### config.mk
export PLATFORM = sky130hd
export DESIGN_NAME = dual_rank_shreg
export DESIGN_NICKNAME = d
export VERILOG_FILES = /design/src/rtl/dual_rank_pkg.sv /design/src/rtl/dual_rank_decode.sv /design/src/rtl/dual_rank_upper.sv /design/src/rtl/dual_rank_lower.sv /design/src/rtl/dual_rank_shreg.sv
export SDC_FILE = /design/constraint.sdc
export NUM_CORES = 1
export LEC_CHECK = 0
export ABC_AREA = 1
export BUFFER_PORTS_ARGS = -buffer_cell sky130_fd_sc_hd__buf_2
export CORE_UTILIZATION = 50
export DETAILED_ROUTE_END_ITERATION = 8
export PLACE_DENSITY = 0.79
export SLEW_MARGIN = 40
export SYNTH_ARGS = -nofsm -noshare
export SYNTH_HDL_FRONTEND = slang
export SYNTH_SLANG_ARGS = --single-unit
### constraint.sdc
create_clock -name clk -period 0.95 [get_ports clk]
set_input_delay 0.1425 -clock clk [delete_from_list [all_inputs] [get_ports clk]]
set_output_delay 0.1425 -clock clk [all_outputs]
set_load 0.1 [all_outputs]
### src/rtl/dual_rank_pkg.sv
package dual_rank_pkg;

    typedef enum logic [2:0] {
        A_HOLD,
        A_PIN,
        A_UP,
        A_MERGE,
        A_CLEAR
    } upper_op_e;

    typedef enum logic [1:0] {
        B_HOLD,
        B_SHIFT,
        B_DOWN,
        B_CLEAR
    } lower_op_e;

endpackage

### src/rtl/dual_rank_decode.sv
module dual_rank_decode
    import dual_rank_pkg::*;
(
    input  logic      in_en,
    input  logic      up_en,
    input  logic      down_en,
    input  logic      shift_en,
    output upper_op_e a_op,
    output lower_op_e b_op
);

    logic [3:0] sel;
    assign sel = {in_en, up_en, down_en, shift_en};

    // Upper-rank action: clear and load-with-clear first, then merge, then single sources.
    always_comb begin
        priority casez (sel)
            4'b1110: a_op = A_CLEAR;
            4'b1111: a_op = A_PIN;
            4'b11??: a_op = A_MERGE;
            4'b10??: a_op = A_PIN;
            4'b01??: a_op = A_UP;
            default: a_op = A_HOLD;
        endcase
    end

    // Lower-rank action: clear combinations, then transfer down beats shift.
    always_comb begin
        priority casez (sel)
            4'b1110: b_op = B_CLEAR;
            4'b1111: b_op = B_CLEAR;
            4'b??1?: b_op = B_DOWN;
            4'b??01: b_op = B_SHIFT;
            default: b_op = B_HOLD;
        endcase
    end

endmodule

### src/rtl/dual_rank_upper.sv
module dual_rank_upper
    import dual_rank_pkg::*;
#(
    parameter int W = 8
) (
    input  logic         clk,
    input  logic         rst_n,
    input  upper_op_e    op,
    input  logic [W-1:0] pins,
    input  logic [W-1:0] lower_q,
    output logic [W-1:0] q
);

    logic [W-1:0] q_next;

    always_comb begin
        unique case (op)
            A_HOLD:  q_next = q;
            A_PIN:   q_next = pins;
            A_UP:    q_next = lower_q;
            A_MERGE: q_next = pins | lower_q;
            A_CLEAR: q_next = '0;
            default: q_next = q;
        endcase
    end

    always_ff @(posedge clk or negedge rst_n) begin
        if (!rst_n) q <= '0;
        else        q <= q_next;
    end

    AST_UPPER_PIN_LOAD: assert property (@(posedge clk) disable iff (!rst_n)
        (op == A_PIN) |=> (q == $past(pins)));

    AST_UPPER_TAKES_LOWER: assert property (@(posedge clk) disable iff (!rst_n)
        (op == A_UP) |=> (q == $past(lower_q)));

    AST_UPPER_MERGE: assert property (@(posedge clk) disable iff (!rst_n)
        (op == A_MERGE) |=> (q == ($past(pins) | $past(lower_q))));

    AST_UPPER_HOLD: assert property (@(posedge clk) disable iff (!rst_n)
        (op == A_HOLD) |=> $stable(q));

endmodule

### src/rtl/dual_rank_lower.sv
module dual_rank_lower
    import dual_rank_pkg::*;
#(
    parameter int W = 8
) (
    input  logic         clk,
    input  logic         rst_n,
    input  lower_op_e    op,
    input  logic         ser_in,
    input  logic [W-1:0] upper_q,
    output logic [W-1:0] q
);

    logic [W-1:0] q_next;

    always_comb begin
        unique case (op)
            B_HOLD:  q_next = q;
            B_SHIFT: q_next = {q[W-2:0], ser_in};
            B_DOWN:  q_next = upper_q;
            B_CLEAR: q_next = '0;
            default: q_next = q;
        endcase
    end

    always_ff @(posedge clk or negedge rst_n) begin
        if (!rst_n) q <= '0;
        else        q <= q_next;
    end

    AST_LOWER_SHIFT: assert property (@(posedge clk) disable iff (!rst_n)
        (op == B_SHIFT) |=> (q[0] == $past(ser_in) && q[W-1:1] == $past(q[W-2:0])));

    AST_LOWER_DOWN: assert property (@(posedge clk) disable iff (!rst_n)
        (op == B_DOWN) |=> (q == $past(upper_q)));

    AST_LOWER_HOLD: assert property (@(posedge clk) disable iff (!rst_n)
        (op == B_HOLD) |=> $stable(q));

endmodule

### src/rtl/dual_rank_shreg.sv
module dual_rank_shreg
    import dual_rank_pkg::*;
#(
    parameter int W = 8
) (
    input  logic         clk,
    input  logic         rst_n,
    input  logic         out_dis_n,
    input  logic         in_dis_n,
    input  logic         up_dis_n,
    input  logic         down_dis_n,
    input  logic         shift_dis_n,
    input  logic         ser_in,
    input  logic [W-1:0] pin_in,
    output logic [W-1:0] pin_out,
    output logic [W-1:0] pin_oe,
    output logic         ser_out
);

    localparam int MSB = W - 1;

    logic      in_en, out_en, up_en, down_en, shift_en;
    upper_op_e a_op;
    lower_op_e b_op;
    logic [W-1:0] a_q, b_q;

    assign in_en    = ~in_dis_n;
    assign out_en   = ~out_dis_n;
    assign up_en    = ~up_dis_n;
    assign down_en  = ~down_dis_n;
    assign shift_en = ~shift_dis_n;

    dual_rank_decode u_decode (
        .in_en    (in_en),
        .up_en    (up_en),
        .down_en  (down_en),
        .shift_en (shift_en),
        .a_op     (a_op),
        .b_op     (b_op)
    );

    dual_rank_upper #(.W(W)) u_upper (
        .clk     (clk),
        .rst_n   (rst_n),
        .op      (a_op),
        .pins    (pin_in),
        .lower_q (b_q),
        .q       (a_q)
    );

    dual_rank_lower #(.W(W)) u_lower (
        .clk     (clk),
        .rst_n   (rst_n),
        .op      (b_op),
        .ser_in  (ser_in),
        .upper_q (a_q),
        .q       (b_q)
    );

    // Port side: input enable dominates drive enable.
    always_comb begin
        pin_out = a_q;
        pin_oe  = (out_en && !in_en) ? {W{1'b1}} : {W{1'b0}};
        ser_out = b_q[MSB];
    end

    AST_INPUT_WINS: assert property (@(posedge clk) disable iff (!rst_n)
        in_en |-> (pin_oe == '0));

    AST_CLEAR_BOTH: assert property (@(posedge clk) disable iff (!rst_n)
        (in_en && up_en && down_en && !shift_en) |=> (pin_out == '0 && ser_out == 1'b0));

    AST_LOAD_AND_CLEAR: assert property (@(posedge clk) disable iff (!rst_n)
        (in_en && up_en && down_en && shift_en) |=> (pin_out == $past(pin_in) && ser_out == 1'b0));

    AST_SWAP: assert property (@(posedge clk) disable iff (!rst_n)
        (!in_en && up_en && down_en) |=> (a_q == $past(b_q) && b_q == $past(a_q)));

    AST_SEROUT_MSB: assert property (@(posedge clk) disable iff (!rst_n)
        (b_op == B_SHIFT) |=> (ser_out == $past(b_q[MSB-1])));

endmodule

==> results of run 1 <==
## what timing repair did
item                       4_1_cts
hold endpoints to repair        16
gates resized for setup         10
setup endpoints to repair       20
hold buffers                     1
buffers inserted                14
## per-stage QoR
stage	TNS, ps	std cells	hold slack [ps]	utilization (%)
floorplan	-2397	164	-153.1	-
global placement	-1266	229	73.81	82.24
detailed placement	-2122	229	75.49	82.24
CTS	-1993	248	102.3	90.78
## kinds of logic after synthesis
kind of cell / Yosys count
simple gates: 94
compound gates: 16
buf+inv: 38
flops: 16
==> metrics.md, run 1 <==
| Metric | Value |
|---|---|
| Run status | `stopped before the end` |
| Stage at which the run stopped | `5_1_grt` |
| Error message | `[ERROR DPL-0033] detailed placement checks failed during check placement.` |
| Number of port buffers | `32` |
| Total number of placement rows | `16` |
| TritonCTS Sinks | `16` |
| Die height | `49.11 µm` |
| Post-synth net total | `180` |
| XOR/XNOR Fraction of Synth Area | `0%` |
| H-tree levels | `1` |
| Main combinational cell family by area after synthesis | `simple AND/OR/NAND/NOR gates` |
| Width of the die | `49.11 µm` |
| Setup slack at placement | `-136.0 ps` |
| Pin type at the end of the worst path | `output port` |
| Maximum number of pins on one net before global-route repair | `17` |
| Leading post-synthesis cells by cell area | `dfrtp_1 36%, nand2_1 24%, inv_1 8.8%` |
| Worst endpoint from the post-global-route timing repair | `ser_out` |
| Largest area contributor in the netlist | `dfrtp_1` |
| Simple-gate share of the synthesized area | `36.30%` |
| Post-synth design cell area | `1110 µm²` |
| Clock tree root driver cell | `clkbuf_4` |
| Number of buffers created by CTS | `3` |
| Instance area after placement | `1663 µm²` |
| Top FF cell, synth | `dfrtp_1` |
| Netlist cell types | `16` |
| Total of flip-flops plus latches after synthesis | `16` |
| Fraction of the yosys area taken by sequential cells | `36.08%` |
| Maximum number of buffers from clock root to sink | `2` |
| Number of warnings reported in the yosys synthesis log | `0` |
| Share of flip-flops with an asynchronous set or reset | `100.0%` |
| Average footprint of a synthesized cell | `6.767 µm²` |
| Cell count after synthesis | `164` |
| Initial antenna violation count | `0` |
| Num ports | `33` |
| Number of flops mapped to enable cells by yosys | `0` |
| Commonest cells in the synthesized netlist | `70 x nand2_1, 26 x inv_1, 16 x dfrtp_1, 16 x nand3_1, 7 x buf_4` |
| Initial Util | `54.89%` |
| Mux cell area share after synthesis | `0%` |
| Most common cell in the netlist | `nand2_1` |
| Compound-Gate Fraction of Synth Area | `9.808%` |
| Synth Area in Adders | `0%` |
| Total half-perimeter wirelength after legalization and detailed placement | `2398 µm` |
| Weighted congestion at the end of routability-driven global placement | `0.8731` |
| Synth top area share | `36.08%` |
==> run 2: changes to the inputs <==
--- a/config.mk
+++ b/config.mk
@@ -7,9 +7,10 @@
 export LEC_CHECK = 0
 export ABC_AREA = 1
 export BUFFER_PORTS_ARGS = -buffer_cell sky130_fd_sc_hd__buf_2
-export CORE_UTILIZATION = 50
+export CORE_AREA = 2 2 63 65
 export DETAILED_ROUTE_END_ITERATION = 8
-export PLACE_DENSITY = 0.79
+export DIE_AREA = 0 0 65 67
+export PLACE_DENSITY_LB_ADDON = 0.15
 export SLEW_MARGIN = 40
 export SYNTH_ARGS = -nofsm -noshare
 export SYNTH_HDL_FRONTEND = slang
==> run 2 against run 1 <==
Effect of this change: the flow now finishes, with violations (negative setup slack); synthesized cell count unchanged; area after synthesis did not move.
==> metrics.md, run 2 <==
| Metric | Value |
|---|---|
| Final Hold Fails | `0` |
| Weighted congestion at the end of routability-driven global placement | `0.8327 (-4.6%)` |
| Final routed DRC violation total | `0` |
| Core outline area | `3606 µm²` |
| H-tree levels | `1 (unchanged)` |
| Final worst-path setup slack | `-196.9 ps` |
| Initial DRC count | `45` |
| Failing checks | `negative setup slack` |
| Critical path capture point type | `primary output` |
| Total of flip-flops plus latches after synthesis | `16 (unchanged)` |
| Initial antenna violation count | `0` |
| Worst voltage drop across the vdd grid | `0.0007985 V` |
| Leftover overflow at the end of global routing | `0` |
| Unrepaired setup endpoints after global routing | `yes` |
| Most frequent standard cell in the layout excluding fill and tap cells | `nand2_1` |
| Post-synth design cell area | `1110 µm² (unchanged)` |
| Reported max-cap violation count | `0` |
| Number of search-and-repair iterations in the first detailed-routing pass | `5` |
| Maximum number of buffers from clock root to sink | `2 (unchanged)` |
| Total number of placement rows | `22 (+6)` |
| Type of the worst setup path | `register to primary output` |
| Slew at the pin closest to its max-slew limit | `384.0 ps` |
| Run status | `finished with violations` |
| Number of flops mapped to enable cells by yosys | `0 (unchanged)` |
| Detail-routed via count per cell | `4.393` |
| Final setup violating endpoints | `10` |
| Die height | `67 µm (+36%)` |
| Number of warnings reported in the yosys synthesis log | `0 (unchanged)` |
| Classification of the worst-slack hold path | `input pin to register` |
| Most common cell in the netlist | `nand2_1` |
| Pleak | `0.001009 µW` |
| Number of nets in the finished design | `239` |
| Cell count after synthesis | `164 (unchanged)` |
| Maximum number of pins on one net before global-route repair | `17` |
| Width of the die | `65 µm (+32%)` |
| DR vias | `1,186` |
| Number of global-route vias before repair | `1,107` |
| Num ports | `33 (unchanged)` |
| Clock tree root driver cell | `clkbuf_8` |
| Summed area of non-filler cells in the final layout | `1934 µm²` |
| Commonest cells in the synthesized netlist | `70 x nand2_1, 26 x inv_1, 16 x dfrtp_1, 16 x nand3_1, 7 x buf_4` |
| Post-synth net total | `180 (unchanged)` |
| Clk pin slew, worst setup/hold paths | `70 ps` |
| Synth top area share | `36.08% (unchanged)` |
| Netlist cell types | `16 (unchanged)` |
| TritonCTS Sinks | `16 (unchanged)` |
| Insertion delay of the later-clocked pin in the worst-skew pair | `250 ps` |
| Instance area after placement | `1704 µm² (+2.5%)` |
| Number of port buffers | `32 (unchanged)` |
| Number of buffers created by CTS | `3 (unchanged)` |
| Arrival time at the worst endpoint | `1000 ps` |
| Required time of the worst setup path | `810 ps` |
| Number of max-slew violations in the final report | `0` |
| Fraction of the yosys area taken by sequential cells | `36.08% (unchanged)` |
| Routed Wire Length | `3078 µm` |
| Top FF cell, synth | `dfrtp_1` |
| Largest registers in the final layout | `u_lower.q x8, u_upper.q x8` |
| Average footprint of a synthesized cell | `6.767 µm² (unchanged)` |
| Global-route wire length before repair | `4947 µm` |
| Total half-perimeter wirelength after legalization and detailed placement | `2231 µm (-7.0%)` |
| Total inserted antenna cells | `0` |
| Max_slew headroom | `74.40%` |
| Final clock period utilization by the worst path | `120.7%` |
| Power density relative to cell area | `1558 nW/µm²` |
| Post-synthesis to final-layout area growth | `74.30%` |
| Routed length per instance | `11.40 µm` |
| Largest area contributor in the netlist | `dfrtp_1` |
| Cell at the slowest stage of the critical path | `dfrtp_4` |
| Shortest clock period the worst path allows after layout | `1147 ps` |
| Type of origin of the critical path | `register` |
| Area of the die | `4355 µm²` |
| Maximum fanout along the worst path | `2` |
| Slowest stage delay, CP | `480 ps` |
| Leading post-synthesis cells by cell area | `dfrtp_1 36%, nand2_1 24%, inv_1 8.8%` |
| Post-route insts no fill | `270` |
| Max Freq | `871.9 MHz` |
| Routed Antenna Nets | `0` |
| Number of inserted filler cells in the final layout | `349` |
| Initial Util | `30.78% (-24 points)` |
| Most frequent cells in the layout | `63 x nand2_1, 22 x buf_4, 19 x inv_1, 18 x buf_12` |
| Share of flip-flops with an asynchronous set or reset | `100.0% (unchanged)` |
| Total routing usage reported by global routing | `14.74%` |
| Clock tree from TritonCTS | `yes` |
| Placed insts | `252 (+10%)` |
| Largest clock skew in the final design | `0.9805 ps` |
| CP Cell Sequence | `buf_6, buf_12` |
| Share of final-layout standard cells stronger than drive strength 1 | `49.10%` |
[run 2: worst max-delay path, delay by kind of cell (launching register included)]
| family | cells | cell delay [ps] |
|---|---|---|
| flops | 1 | 480 |
| buf+inv | 2 | 270 |
[run 2: kinds of logic after synthesis]
group | Yosys count | synth area share, %
simple gates | 94 | 36.30
flops | 16 | 36.08
compound gates | 16 | 9.808
buf+inv | 38 | 17.81
[run 2: repair_timing]
item | in CTS | in global routing
hold buffers | 1 | 0
pin swaps | 0 | 9
cloned | 0 | 0
buffers inserted | 8 | 5
hold endpoints to repair | 16 | 0
setup endpoints to repair | 18 | 22
resized for setup | 3 | 24
[run 2: layout make-up]
type                    instances  area [µm²]  share of cell area [%]
clock buffers                   4       55.05                   2.846
inverters                      29       135.1                   6.986
flip-flops and latches         16       434.2                   22.44
well taps                      48       60.06                   3.105
repair buffers                 63       695.7                   35.96
multi-input cells             110       554.3                   28.65
[run 2: worst paths after layout]
path                                end  cells past startpoint    startpoint  slack (ps)
hold reg to reg            u_upper.q[3]                      2  u_upper.q[3]         580
min in group asynchronous  u_lower.q[1]                      2         rst_n         340
setup reg to reg           u_upper.q[7]                      9  u_lower.q[7]        -140
max in group asynchronous  u_upper.q[6]                      2         rst_n         300
hold / removal             u_lower.q[0]                      3        ser_in         160
setup / recovery                ser_out                      2  u_lower.q[7]        -200
[run 2: routing by layer]
layer  wire length (µm)  vias to the layer above  GRT usage (%)
li1                   -                      611              -
met1               1447                      537          19.05
met2               1405                       34          25.00
met3                187                        4          2.703
met4                 37                        0          4.255
met5                  0                        -              0
[run 2: power by group]
part / total (µW) / switching [µW] / internal [µW]
Clock: 617 / 249 / 368
Sequential: 897 / 91.0 / 806
Combinational: 1500 / 886 / 614
Total: 3010 / 1230 / 1790
[run 2: through the flow]
step                      hold slack, ps  setup TNS, ps  power, µW  setup WS [ps]  utilization (%)
after global placement             80.99          -2371       2230         -152.9            47.26
after detailed placement           86.62          -2691       2239         -167.8            47.26
final                              159.3          -1244       3013         -196.9            53.64
after floorplan                   -153.1          -2397       1719         -311.8                -
after global routing               175.8          -1957       3175         -226.6            53.64
after CTS                          157.7          -1305       2937         -200.6            51.01
Note: power is estimated with default switching activity, not from simulation.
==> run 3: changes to the inputs <==
--- a/config.mk
+++ b/config.mk
@@ -11,6 +11,7 @@
 export DETAILED_ROUTE_END_ITERATION = 8
 export DIE_AREA = 0 0 65 67
 export PLACE_DENSITY_LB_ADDON = 0.15
+export REMOVE_ABC_BUFFERS = 1
 export SLEW_MARGIN = 40
 export SYNTH_ARGS = -nofsm -noshare
 export SYNTH_HDL_FRONTEND = slang
==> run 3 against run 2 <==
Effect of this change: utilization rose by 0.069 points; sequential share of layout area is 1.7 points lower; critical path depth unchanged; non-clock buffer count is 2 higher; the run still ends with negative setup slack left; hold slack worse by 6.3 ps; setup slack better by 69 ps; register-to-register slack improved by 70 ps; die area is the same.
==> metrics.md, run 3 (synthesis gave the netlist of run 2 again) <==
| Metric | Value |
|---|---|
| Total inserted antenna cells | `0 (unchanged)` |
| Net switching power | `1240 µW (+1.2%)` |
| Width of the die | `65 µm (unchanged)` |
| Number of nets in the finished design | `241 (+0.84%)` |
| Shortest clock period the worst path allows after layout | `1078 ps (-68.81 ps)` |
| Worst flop-to-flop path endpoint | `u_upper.q[7]` |
| Final TNS setup | `-565.4 ps (+678.3 ps)` |
| Internal power component | `1757 µW (-1.7%)` |
| Largest registers in the final layout | `u_lower.q x8, u_upper.q x8` |
| Core outline area | `3606 µm² (unchanged)` |
| Routed Wire Length | `3358 µm (+9.1%)` |
| Most frequent cells in the layout | `62 x nand2_1, 27 x buf_4, 19 x inv_1, 16 x buf_12, 15 x dfrtp_1` |
| Clk pin slew, worst setup/hold paths | `60 ps (about the same)` |
| Run status | `finished with violations` |
| Post-synthesis to final-layout area growth | `74.52%` |
| Required time of the worst setup path | `810 ps (about the same)` |
| Startpoint of the worst-slack reg-to-reg timing path | `u_lower.q[7]` |
| Number of search-and-repair iterations in the first detailed-routing pass | `4 (-1)` |
| Power density relative to cell area | `1548 nW/µm² (-0.66%)` |
| Die height | `67 µm (unchanged)` |
| Detail-routed via count per cell | `4.478 (+1.9%)` |
| Slew at the pin closest to its max-slew limit | `405.6 ps (+21.63 ps)` |
| Maximum number of pins on one net before global-route repair | `17 (unchanged)` |
| H-tree levels | `1 (unchanged)` |
| Final clock period utilization by the worst path | `113.5% (-7.2 points)` |
| Worst hold endpoint | `u_lower.q[0]` |
| Switch share | `41.38% (+0.69 points)` |
| Total half-perimeter wirelength after legalization and detailed placement | `2370 µm (+6.2%)` |
| DR vias | `1,218 (+2.7%)` |
| Failing checks | `negative setup slack` |
| Maximum fanout along the worst path | `2 (unchanged)` |
| Classification of the worst-slack hold path | `input pin to register` |
| Combinational share of power | `50.7% (+0.9 points)` |
| Number of inserted filler cells in the final layout | `336 (-3.7%)` |
| Hold Crit Depth | `3 (unchanged)` |
| Final worst-path setup slack | `-128.1 ps (+68.81 ps)` |
| Area of the die | `4355 µm² (unchanged)` |
| Most frequent standard cell in the layout excluding fill and tap cells | `nand2_1` |
| Placed insts | `254 (+0.79%)` |
| Routed Antenna Nets | `0 (unchanged)` |
| Post-route insts no fill | `272 (+0.74%)` |
| Number of buffers created by CTS | `3 (unchanged)` |
| Initial DRC count | `24 (-47%)` |
| Initial antenna violation count | `0 (unchanged)` |
| Clock tree from TritonCTS | `yes` |
| Share of final-layout standard cells stronger than drive strength 1 | `48.21% (-0.88 points)` |
| Total number of placement rows | `22 (unchanged)` |
| Number of max-slew violations in the final report | `0 (unchanged)` |
| Reported max-cap violation count | `0 (unchanged)` |
| Final setup violating endpoints | `10 (unchanged)` |
| Max Freq | `927.6 MHz (+6.4%)` |
| Pleak | `0.001031 µW (+2.2%)` |
| Type of the worst setup path | `register to primary output` |
| Worst voltage drop across the vdd grid | `0.0008317 V (+4.2%)` |
| Insertion delay of the later-clocked pin in the worst-skew pair | `250 ps (about the same)` |
| Number of global-route vias before repair | `1,222 (+10%)` |
| Maximum number of buffers from clock root to sink | `2 (unchanged)` |
| Worst hold slack after final layout | `153.1 ps (-6.290 ps)` |
| Largest clock skew in the final design | `8.649 ps (+7.668 ps)` |
| Routed length per instance | `12.35 µm (+8.3%)` |
| Initial Util | `30.78% (unchanged)` |
| Final routed DRC violation total | `0 (unchanged)` |
| Depth of the most critical reg-to-reg path | `9 (unchanged)` |
| Global-route wire length before repair | `5409 µm (+9.3%)` |
| Register area | `401.6 µm² (-7.5%)` |
| Clock tree root driver cell | `clkbuf_8` |
| Reg-to-reg slack, setup | `-70 ps (+70 ps)` |
| Leftover overflow at the end of global routing | `0 (unchanged)` |
| Hold path startpoint | `ser_in` |
| Total routing usage reported by global routing | `16.59% (+1.9 points)` |
| Arrival time at the worst endpoint | `940 ps (-60 ps)` |
| Num ports | `33 (unchanged)` |
| TritonCTS Sinks | `16 (unchanged)` |
| Unrepaired setup endpoints after global routing | `yes` |
| Final Hold Fails | `0 (unchanged)` |
| Weighted congestion at the end of routability-driven global placement | `0.7962 (-4.4%)` |
| Number of port buffers | `32 (unchanged)` |
| Critical path capture point type | `primary output` |
| Area taken by multi-input logic gates | `578.1 µm² (+4.3%)` |
| Sequential power share | `28.8% (-1.0 points)` |
| Max_slew headroom | `72.96% (-1.4 points)` |
| Clock power share | `20.5% (about the same)` |
| Type of origin of the critical path | `register` |
==> run 3: layout make-up <==
| type | instances | area share [%] |
|---|---|---|
| clock buffer | 4 | 2.842 |
| inverter | 29 | 6.589 |
| multi-input combinational | 110 | 29.84 |
| sequential | 16 | 20.74 |
| tap | 48 | 3.101 |
| timing repair buffer | 65 | 36.89 |
==> run 3: worst max path at each step <==
| stage | start | end | depth (start not counted) |
|---|---|---|---|
| floorplan | in_dis_n | pin_oe[0] | 2 |
| global placement | in_dis_n | pin_oe[3] | 5 |
| detailed placement | in_dis_n | pin_oe[0] | 5 |
| CTS | u_lower.q[7] | ser_out | 2 |
| global route | u_lower.q[7] | u_upper.q[7] | 9 |
| finish | u_lower.q[7] | ser_out | 2 |
==> run 3: metrics by stage <==
| stage | instance area, µm² | setup WS (ps) | util [%] | power (µW) |
|---|---|---|---|---|
| 2_1_floorplan | 1035 | -9229 | - | 1619 |
| 3_3_place_gp | 1665 | -105.8 | 46.18 | 2190 |
| 3_5_place_dp | 1665 | -116.4 | 46.18 | 2199 |
| 4_1_cts | 1813 | -116.8 | 50.28 | 2919 |
| 5_1_grt | 1937 | -174.8 | 53.71 | 3166 |
| 6_report | 1937 | -128.1 | 53.71 | 2997 |
==> run 3: per-layer routing <==
metal	track usage, %	vias to the layer above	wire length (µm)
met4	8.777	0	74
li1	-	610	-
met2	28.35	40	1608
met1	19.52	559	1451
met3	3.378	9	225
met5	0	-	0
==> run 3: what timing repair did <==
item,4_1_cts,5_1_grt
setup endpoints to repair,17,27
hold endpoints to repair,16,0
hold buffers,1,0
pin swaps,0,9
buffers inserted,8,5
gates resized for setup,7,30
==> run 3: power by group through the flow <==
| stage | clock [µW] | combinational [µW] | sequential (µW) |
|---|---|---|---|
| 2_1_floorplan | 0 | 412 | 1210 |
| 3_3_place_gp | 0 | 1310 | 876 |
| 3_5_place_dp | 0 | 1320 | 879 |
| 4_1_cts | 644 | 1420 | 856 |
| 5_1_grt | 682 | 1610 | 876 |
| 6_report | 614 | 1520 | 864 |
==> run 3: worst max-delay path, cell delays in order (launching register included) <==
cell,delay [ps]
dfrtp_1,410
buf_6,130
buf_12,150
==> run 4: changes to the inputs <==
--- a/config.mk
+++ b/config.mk
@@ -6,7 +6,7 @@
 export NUM_CORES = 1
 export LEC_CHECK = 0
 export ABC_AREA = 1
-export BUFFER_PORTS_ARGS = -buffer_cell sky130_fd_sc_hd__buf_2
+export BUFFER_PORTS_ARGS = -buffer_cell sky130_fd_sc_hd__clkbuf_2
 export CORE_AREA = 2 2 63 65
 export DETAILED_ROUTE_END_ITERATION = 8
 export DIE_AREA = 0 0 65 67
==> run 4 against run 3 <==
Effect of this change: via count fell by 1.3%; wire length fell by 4.2%; the flow still finishes with violations (negative setup slack); setup slack improved by 0.60 ps; cell area fell by 2.3%; fmax barely moved.
==> metrics.md, run 4 (synthesis gave the netlist of run 2 again) <==
| Metric | Value |
|---|---|
| Setup slack at placement | `-140.4 ps (-23.93 ps)` |
| Worst hold slack after final layout | `129.2 ps (-23.87 ps)` |
| Clock tree from TritonCTS | `yes` |
| Core outline area | `3606 µm² (unchanged)` |
| Maximum number of buffers from clock root to sink | `2 (unchanged)` |
| Width of the die | `65 µm (unchanged)` |
| Area of the die | `4355 µm² (unchanged)` |
| Clk pin slew, worst setup/hold paths | `60 ps (about the same)` |
| Critical path capture point type | `primary output` |
| Detail-routed via count per cell | `4.435 (-0.95%)` |
| Final Hold Fails | `0 (unchanged)` |
| Most frequent cells in the layout | `66 x nand2_1, 25 x buf_4, 18 x inv_1, 18 x buf_12, 15 x dfrtp_1` |
| Max_slew headroom | `70.50% (-2.5 points)` |
| Initial Util | `30.78% (unchanged)` |
| Post-route insts no fill | `271 (-0.37%)` |
| Maximum number of pins on one net before global-route repair | `17 (unchanged)` |
| Failing checks | `negative setup slack` |
| Initial antenna violation count | `0 (unchanged)` |
| Shortest clock period the worst path allows after layout | `1077 ps (-0.5990 ps)` |
| Placed insts | `256 (+0.79%)` |
| Final TNS setup | `-541.3 ps (+24.07 ps)` |
| Leftover overflow at the end of global routing | `0 (unchanged)` |
| Slew at the pin closest to its max-slew limit | `442.5 ps (+36.86 ps)` |
| Routed Antenna Nets | `0 (unchanged)` |
| Number of port buffers | `32 (unchanged)` |
| Arrival time at the worst endpoint | `930 ps (about the same)` |
| Post-synthesis to final-layout area growth | `70.58%` |
| Routed length per instance | `11.87 µm (-3.9%)` |
| Largest clock skew in the final design | `1.021 ps (-7.628 ps)` |
| Total half-perimeter wirelength after legalization and detailed placement | `2362 µm (-0.33%)` |
| TritonCTS Sinks | `16 (unchanged)` |
| Weighted congestion at the end of routability-driven global placement | `0.7997 (+0.44%)` |
| Unrepaired setup endpoints after global routing | `yes` |
| Global-route wire length before repair | `5499 µm (+1.7%)` |
| Maximum fanout along the worst path | `2 (unchanged)` |
| Number of max-slew violations in the final report | `0 (unchanged)` |
| Cell at the slowest stage of the critical path | `dfrtp_1` |
| Total routing usage reported by global routing | `16.66% (+0.066 points)` |
| Number of buffers created by CTS | `3 (unchanged)` |
| Worst voltage drop across the vdd grid | `0.0007535 V (-9.4%)` |
| Pleak | `0.001025 µW (-0.59%)` |
| Power density relative to cell area | `1517 nW/µm² (-2.0%)` |
| Final routed DRC violation total | `0 (unchanged)` |
| DR vias | `1,202 (-1.3%)` |
| H-tree levels | `1 (unchanged)` |
| Run status | `finished with violations` |
| CP Cell Sequence | `buf_6, buf_12` |
| Final setup violating endpoints | `10 (unchanged)` |
| Initial DRC count | `37 (+54%)` |
| Num ports | `33 (unchanged)` |
| Total number of placement rows | `22 (unchanged)` |
| Type of the worst setup path | `register to primary output` |
| Share of final-layout standard cells stronger than drive strength 1 | `43.95% (-4.3 points)` |
| Number of global-route vias before repair | `1,213 (-0.74%)` |
| Total inserted antenna cells | `0 (unchanged)` |
| Slowest stage delay, CP | `400 ps (about the same)` |
| Clock tree root driver cell | `clkbuf_8` |
| Type of origin of the critical path | `register` |
| Routed Wire Length | `3216 µm (-4.2%)` |
| Largest registers in the final layout | `u_lower.q x8, u_upper.q x8` |
| Reported max-cap violation count | `0 (unchanged)` |
| Number of search-and-repair iterations in the first detailed-routing pass | `4 (unchanged)` |
| Number of nets in the finished design | `241 (unchanged)` |
| Max Freq | `928.1 MHz (about the same)` |
| Final clock period utilization by the worst path | `113.4% (about the same)` |
| Most frequent standard cell in the layout excluding fill and tap cells | `nand2_1` |
| Insertion delay of the later-clocked pin in the worst-skew pair | `250 ps (about the same)` |
| Final core occ | `52.50% (-1.2 points)` |
| Required time of the worst setup path | `810 ps (about the same)` |
| Die height | `67 µm (unchanged)` |
| Final worst-path setup slack | `-127.5 ps (+0.5990 ps)` |
| Classification of the worst-slack hold path | `input pin to register` |
run 4: layer usage:
metal  track usage [%]  wire length [µm]  vias to the layer above
met5                 0                 0                        -
met4             7.447                70                        0
met3             3.378               190                        7
met2             27.96              1555                       33
met1             20.54              1401                      549
li1                  -                 -                      613
run 4: final cells by class:
| cell class | count | area [µm²] |
|---|---|---|
| clock buffer | 3 | 41.29 |
| timing repair buffer | 65 | 725.7 |
| multi-input combinational | 110 | 539.3 |
| fill | 354 | 1713 |
| inverter | 29 | 125.1 |
| sequential | 16 | 401.6 |
| tap | 48 | 60.06 |
run 4: timing repair:
action	4_1_cts	5_1_grt
endpoints found under the hold margin	16	0
buffers inserted	7	4
hold buffers	1	0
gates resized for setup	6	20
endpoints found under the setup margin	17	27
pin swaps	1	6
run 4: per-stage QoR:
stage	cell area [µm²]	power (µW)
CTS	1817	2819
detailed placement	1693	2211
finish	1893	2872
global placement	1693	2204
global route	1893	3026
floorplan	1035	1619
run 4: where the power goes:
group	internal, µW	switching [µW]
registers	774	91.0
logic	604	877
clock network	282	244
run 4: final timing paths:
kind	startpoint	to	slack (ps)	depth (start not counted)
worst max-delay path	u_lower.q[7]	ser_out	-130	2
worst min-delay path	ser_in	u_lower.q[0]	130	3
worst max register to register	u_lower.q[7]	u_upper.q[7]	-50	9
worst min register to register	u_upper.q[2]	u_upper.q[2]	560	2
max in group asynchronous	rst_n	u_upper.q[2]	260	2
min in group asynchronous	rst_n	u_upper.q[1]	360	2
run 4: worst max-delay path, delay by kind of cell, from the launching register on:
family | cells | cell delay, ps
DFF | 1 | 400
buffers and inverters | 2 | 280
